**src/rtl/ctr_sched_pkg.sv**
```systemverilog
package ctr_sched_pkg;

    localparam int NPROC = 3;
    localparam int NRES  = 2;

    localparam int RES_X = 0;
    localparam int RES_Y = 1;

    localparam int P_INC_X  = 0;
    localparam int P_MOVE   = 1;
    localparam int P_DEC_Y  = 2;

    // Write mask, flattened as [proc*NRES + res]. A higher process index is more urgent.
    localparam logic [NPROC*NRES-1:0] WRITE_MASK = {
        2'b10,  // process 2 writes Y
        2'b11,  // process 1 writes X and Y
        2'b01   // process 0 writes X
    };

    typedef enum logic [1:0] {
        LANE_HOLD = 2'd0,
        LANE_INC  = 2'd1,
        LANE_DEC  = 2'd2,
        LANE_BOTH = 2'd3
    } lane_op_e;

endpackage

```
**src/rtl/ctr_grant_sched.sv**
```systemverilog
module ctr_grant_sched #(
    parameter int                      N_PROC = 3,
    parameter int                      N_RES  = 2,
    parameter logic [N_PROC*N_RES-1:0] WMASK  = '0
) (
    input  logic [N_PROC-1:0] req_i,
    output logic [N_PROC-1:0] gnt_o
);

    logic [N_RES-1:0] claimed;

    // Walk from the most urgent process down, claiming written resources.
    always_comb begin
        claimed = '0;
        gnt_o   = '0;
        for (int p = N_PROC - 1; p >= 0; p--) begin
            if (req_i[p] && ((claimed & WMASK[p*N_RES +: N_RES]) == '0)) begin
                gnt_o[p] = 1'b1;
                claimed  = claimed | WMASK[p*N_RES +: N_RES];
            end
        end
    end

endmodule

```
**src/rtl/ctr_lane.sv**
```systemverilog
module ctr_lane
    import ctr_sched_pkg::*;
#(
    parameter int WIDTH = 8
) (
    input  logic             clk,
    input  logic             rst_n,
    input  logic             inc_i,
    input  logic             dec_i,
    output logic [WIDTH-1:0] val_o
);

    lane_op_e         op;
    logic [WIDTH-1:0] val_q;
    logic [WIDTH-1:0] val_d;

    always_comb begin
        op = lane_op_e'({dec_i, inc_i});
    end

    always_comb begin
        unique case (op)
            LANE_INC:  val_d = val_q + WIDTH'(1);
            LANE_DEC:  val_d = val_q - WIDTH'(1);
            LANE_BOTH: val_d = val_q;
            default:   val_d = val_q;
        endcase
    end

    always_ff @(posedge clk) begin
        if (!rst_n) begin
            val_q <= '0;
        end else begin
            val_q <= val_d;
        end
    end

    assign val_o = val_q;

endmodule

```
**src/rtl/ctr_transfer_top.sv**
```systemverilog
module ctr_transfer_top
    import ctr_sched_pkg::*;
#(
    parameter int WIDTH = 8
) (
    input  logic             clk,
    input  logic             rst_n,
    input  logic [2:0]       cond_i,
    output logic [WIDTH-1:0] x_o,
    output logic [WIDTH-1:0] y_o,
    output logic [2:0]       fired_o
);

    logic [NPROC-1:0] gnt;
    logic [NPROC-1:0] fired_q;
    logic [NRES-1:0]  res_inc;
    logic [NRES-1:0]  res_dec;
    logic [WIDTH-1:0] res_val [NRES];

    ctr_grant_sched #(
        .N_PROC (NPROC),
        .N_RES  (NRES),
        .WMASK  (WRITE_MASK)
    ) u_sched (
        .req_i (cond_i),
        .gnt_o (gnt)
    );

    assign res_inc[RES_X] = gnt[P_INC_X];
    assign res_dec[RES_X] = gnt[P_MOVE];
    assign res_inc[RES_Y] = gnt[P_MOVE];
    assign res_dec[RES_Y] = gnt[P_DEC_Y];

    for (genvar r = 0; r < NRES; r++) begin : g_lane
        ctr_lane #(.WIDTH(WIDTH)) u_lane (
            .clk   (clk),
            .rst_n (rst_n),
            .inc_i (res_inc[r]),
            .dec_i (res_dec[r]),
            .val_o (res_val[r])
        );
    end

    always_ff @(posedge clk) begin
        if (!rst_n) begin
            fired_q <= '0;
        end else begin
            fired_q <= gnt;
        end
    end

    assign x_o     = res_val[RES_X];
    assign y_o     = res_val[RES_Y];
    assign fired_o = fired_q;

endmodule

```
**config.mk**
```make
export PLATFORM = sky130hd
export DESIGN_NAME = ctr_transfer_top
export DESIGN_NICKNAME = d
export VERILOG_FILES = /design/src/rtl/ctr_sched_pkg.sv /design/src/rtl/ctr_grant_sched.sv /design/src/rtl/ctr_lane.sv /design/src/rtl/ctr_transfer_top.sv
export SDC_FILE = /design/constraint.sdc
export NUM_CORES = 1
export LEC_CHECK = 0
export BUFFER_PORTS_ARGS = -buffer_cell sky130_fd_sc_hd__buf_2
export CORE_MARGIN = 2
export CORE_UTILIZATION = 54
export DETAILED_ROUTE_END_ITERATION = 10
export GPL_ROUTABILITY_DRIVEN = 0
export GPL_TIMING_DRIVEN = 0
export PLACE_DENSITY_LB_ADDON = 0.3
export SYNTH_ARGS = -nofsm -noshare
export SYNTH_HDL_FRONTEND = slang
export SYNTH_SLANG_ARGS = --single-unit
```
**constraint.sdc**
```tcl
create_clock -name clk -period 2.7 [get_ports clk]
set_clock_uncertainty 0.15 [all_clocks]
set_input_delay 0.54 -clock clk [delete_from_list [all_inputs] [get_ports clk]]
set_output_delay 0.54 -clock clk [all_outputs]
set_load 0.01 [all_outputs]
```
==> flow_summary.yaml <==
outcome:
  status: "completed"
die:
  placeable_core_region_um2: 2250
  initial_utilization: 0.577
  std_cell_rows: 17
  floorplan.io_pins: 24
  chipWidth_um: 53.1
  die_area_um2: 2820
  floorplan.die.height_um: 53.1
drt:
  route.antenna.remaining_nets: 0
  drt_wl_total_um: 3110
  drc: 0
  viasPerCell: 6.18
  dr.first_iter.drc_count: 57
  routedWlPerCell_um: 14.6
  via_count: 1316
  dr.pass1.iters: 4
global_route:
  number_of_global_route_vias_before_repair: 1245
  antenna_found_initial: 0
  grt.total_usage: 0.253
  maximum_number_of_pins_on_one_net_before_global_route_repair: 12
  grt_remaining_overflow: 0
  grt_pass1_wl_um: 5190
synthesis:
  largest_family_of_logic_cells_by_synthesized_area: "simple AND/OR/NAND/NOR gates"
  yosys_most_used_dff: "sky130_fd_sc_hd__dfxtp_1"
  flop_and_latch_count_out_of_synthesis: 19
  synth-seq-area-share: 0.292
  asr_flop_ratio_synth: 0
  muxShareOfSynthArea: 0.0154
  syn-mean-instance-area_um2: 8.13
  synth_xor_area_frac: 0.0337
  yosysTopAreaCellShare: 0.292
  number_of_enable_type_register_cells_in_the_synthesized_netlist: 0
  synth_warnings: 0
  mappedNetlistArea_um2: 1300
  post_synth_inst_count: 160
  synthAdderAreaFrac: 0.0827
  synthesis.nets: 173
  synth-simple-area-share: 0.290
  synth_cell_types: 49
  synth_compound_gate_area_share: 0.218
  synth_top_cells_by_area: "sky130_fd_sc_hd__dfxtp_1 (29%), sky130_fd_sc_hd__ha_1 (6.7%), sky130_fd_sc_hd__nand2_1 (3.8%), sky130_fd_sc_hd__xnor2_1 (3.4%), sky130_fd_sc_hd__a21oi_1 (3.1%)"
  synth_area_leader_cell: "sky130_fd_sc_hd__dfxtp_1"
cells_and_area:
  antenna_cells: 0
  most_common_cell_after_layout_fill_and_taps_aside: "sky130_fd_sc_hd__buf_2"
  mostFrequentLayoutCells: "sky130_fd_sc_hd__buf_2 (25), sky130_fd_sc_hd__dfxtp_1 (19), sky130_fd_sc_hd__nand2_1 (13)"
  area.sequential_um2: 380
  num-nets-final: 199
  footprint_of_the_multi_input_gates_um2: 833
  post_route_cells_drive_above_1_share: 0.189
  area_growth_pct: 12.9
  layout.filler_cells: 227
critical_path:
  timing.reg2reg.worst_path_depth: 7
  worst_setup_path_startpoint: "cond_i[2]"
  critical_path.endpoint_type: "flop"
  critical_path_fanout_max: 9
  cp.required_ns: 2.76
  critPathArrivalTime_ns: 2.60
  crit_path_start_kind: "primary input"
  path_class: "in2reg"
  crit-reg2reg-launch: "g_lane[0].u_lane.val_o[1]"
clock_tree:
  cts_tree: "built"
  worst_setup_hold_path_clk_slew_ns: 0.12
  clockBufferDepth: 2
  clk_latency_ns: 0.32
  cts.root.buffer_cell: "sky130_fd_sc_hd__clkbuf_4"
  clock_sinks: 19
  numCtsBuffers: 3
  cts_post_setup_buffers_inserted: 0
  postCtsResizedCells: 0
  htreeDepth: 1
  post_cts_hold_buffer_count: 0
sta:
  report.final.setup_viol: 0
  tightest_slew_ns: 0.630
  rsz0062_at_grt: "no"
  timing.fmax_mhz: 393
  finalCritPeriodShare: 0.943
  timing.final.max_slew_violations: 0
  holdWs_ns: 0.329
  timing.final.hold_violations: 0
  totalNegativeSetupSlack_ns: 0
  slew-limit-headroom: 0.579
  period_minus_slack_ns: 2.55
power_and_ir_drop:
  pwr-share-comb: 0.402
  power.internal_mw: 0.535
  clkPwrFrac: 0.184
  power_leakage_nw: 0.666
  pwr_per_cell_area_nw_per_um2: 589
  seq_power_share: 0.414
  total_switching_power_mw: 0.331
  irDropWorstVdd_mv: 0.389
  power.switching_fraction: 0.382
min_path:
  hold_path_startpoint: "g_lane[0].u_lane.val_o[7]"
  timing.hold.worst_path_depth: 2
  worst_hold_path_type: "reg2reg"
placed_design:
  hpwlAfterDp_um: 2270
  place.port_buffers: 21
flow_run:
  timing.max_cap.violations: 0
layout make-up:
| cell class | count | area share |
|---|---|---|
| flip-flops and latches | 19 | 0.259 |
| inverters | 7 | 0.0179 |
| plain buffers | 13 | 0.0417 |
| repair buffers | 21 | 0.0716 |
| multi-input cells | 121 | 0.567 |
| well taps | 28 | 0.0239 |
| clock buffers | 3 | 0.0153 |
| clock inverters | 1 | 0.00341 |
layer usage:
| metal | wire (um) | GRT usage |
|---|---|---|
| met5 | 0 | 0 |
| met3 | 210 | 0.0678 |
| met1 | 1370 | 0.293 |
| met4 | 25 | 0.0812 |
| met2 | 1500 | 0.448 |
power by group through the flow:
stage          logic (mW)  clock network, mW  registers, mW
6_report            0.348              0.160          0.358
5_1_grt             0.391              0.170          0.365
4_1_cts             0.347              0.158          0.359
3_5_place_dp        0.344                  0          0.365
3_3_place_gp        0.331                  0          0.362
2_1_floorplan       0.231                  0          0.381
metrics by stage:
step                 util  setup slack (ns)  instances  cell area, um^2  power (mW)
global placement    0.639           -0.0555        209             1440       0.693
floorplan               -             0.295        160             1300       0.612
CTS                 0.651             0.193        213             1470       0.863
detailed placement  0.639            -0.145        209             1440       0.709
global route        0.651            0.0321        213             1470       0.926
finish              0.651             0.154        213             1470       0.866
critical path, cell delays in order:
cell and delay, ns:
sky130_fd_sc_hd__buf_2 0.17, sky130_fd_sc_hd__buf_2 0.22, sky130_fd_sc_hd__nand2b_1 0.11, sky130_fd_sc_hd__buf_2 0.21, sky130_fd_sc_hd__xnor2_1 0.10, sky130_fd_sc_hd__ha_1 0.25, sky130_fd_sc_hd__nor4b_1 0.50, sky130_fd_sc_hd__nand2_1 0.09
sky130_fd_sc_hd__o311ai_0 0.32, sky130_fd_sc_hd__a211oi_1 0.10
logic make-up after synthesis:
kind of cell    Yosys count
simple gates             66
compound gates           40
buf+inv                  20
flops                    19
fa+ha+maj                 8
xor+xnor                  5
mux                       2
worst paths after layout:
check | endpoint | slack (ns)
hold reg to reg | g_lane[0].u_lane.val_o[7] | 0.33
setup reg to reg | g_lane[0].u_lane.val_o[6] | 0.59
hold / removal | g_lane[0].u_lane.val_o[7] | 0.33
setup / recovery | g_lane[0].u_lane.val_o[6] | 0.15
cell usage after synthesis (3+ instances only):
cell                       number
sky130_fd_sc_hd__inv_1          7
sky130_fd_sc_hd__dfxtp_1       19
sky130_fd_sc_hd__o21ai_0        6
sky130_fd_sc_hd__ha_1           7
sky130_fd_sc_hd__a21boi_0       3
sky130_fd_sc_hd__a21oi_1        8
sky130_fd_sc_hd__clkbuf_1       8
sky130_fd_sc_hd__or3_1          3
sky130_fd_sc_hd__xnor2_1        5
sky130_fd_sc_hd__nand3_1        8
sky130_fd_sc_hd__and2_1         6
sky130_fd_sc_hd__nor2_1         7
sky130_fd_sc_hd__nand2_1       13
sky130_fd_sc_hd__o21a_1         4
sky130_fd_sc_hd__nor2b_1        3
sky130_fd_sc_hd__buf_2          4
sky130_fd_sc_hd__and3_1         4
sky130_fd_sc_hd__nand4_1        5
state kept, by name, summed over array words and instances, names as in the netlist:
name and count:
fired_o 3, g_lane.u_lane.val_o 16
Power figures use the tool's default switching activity.
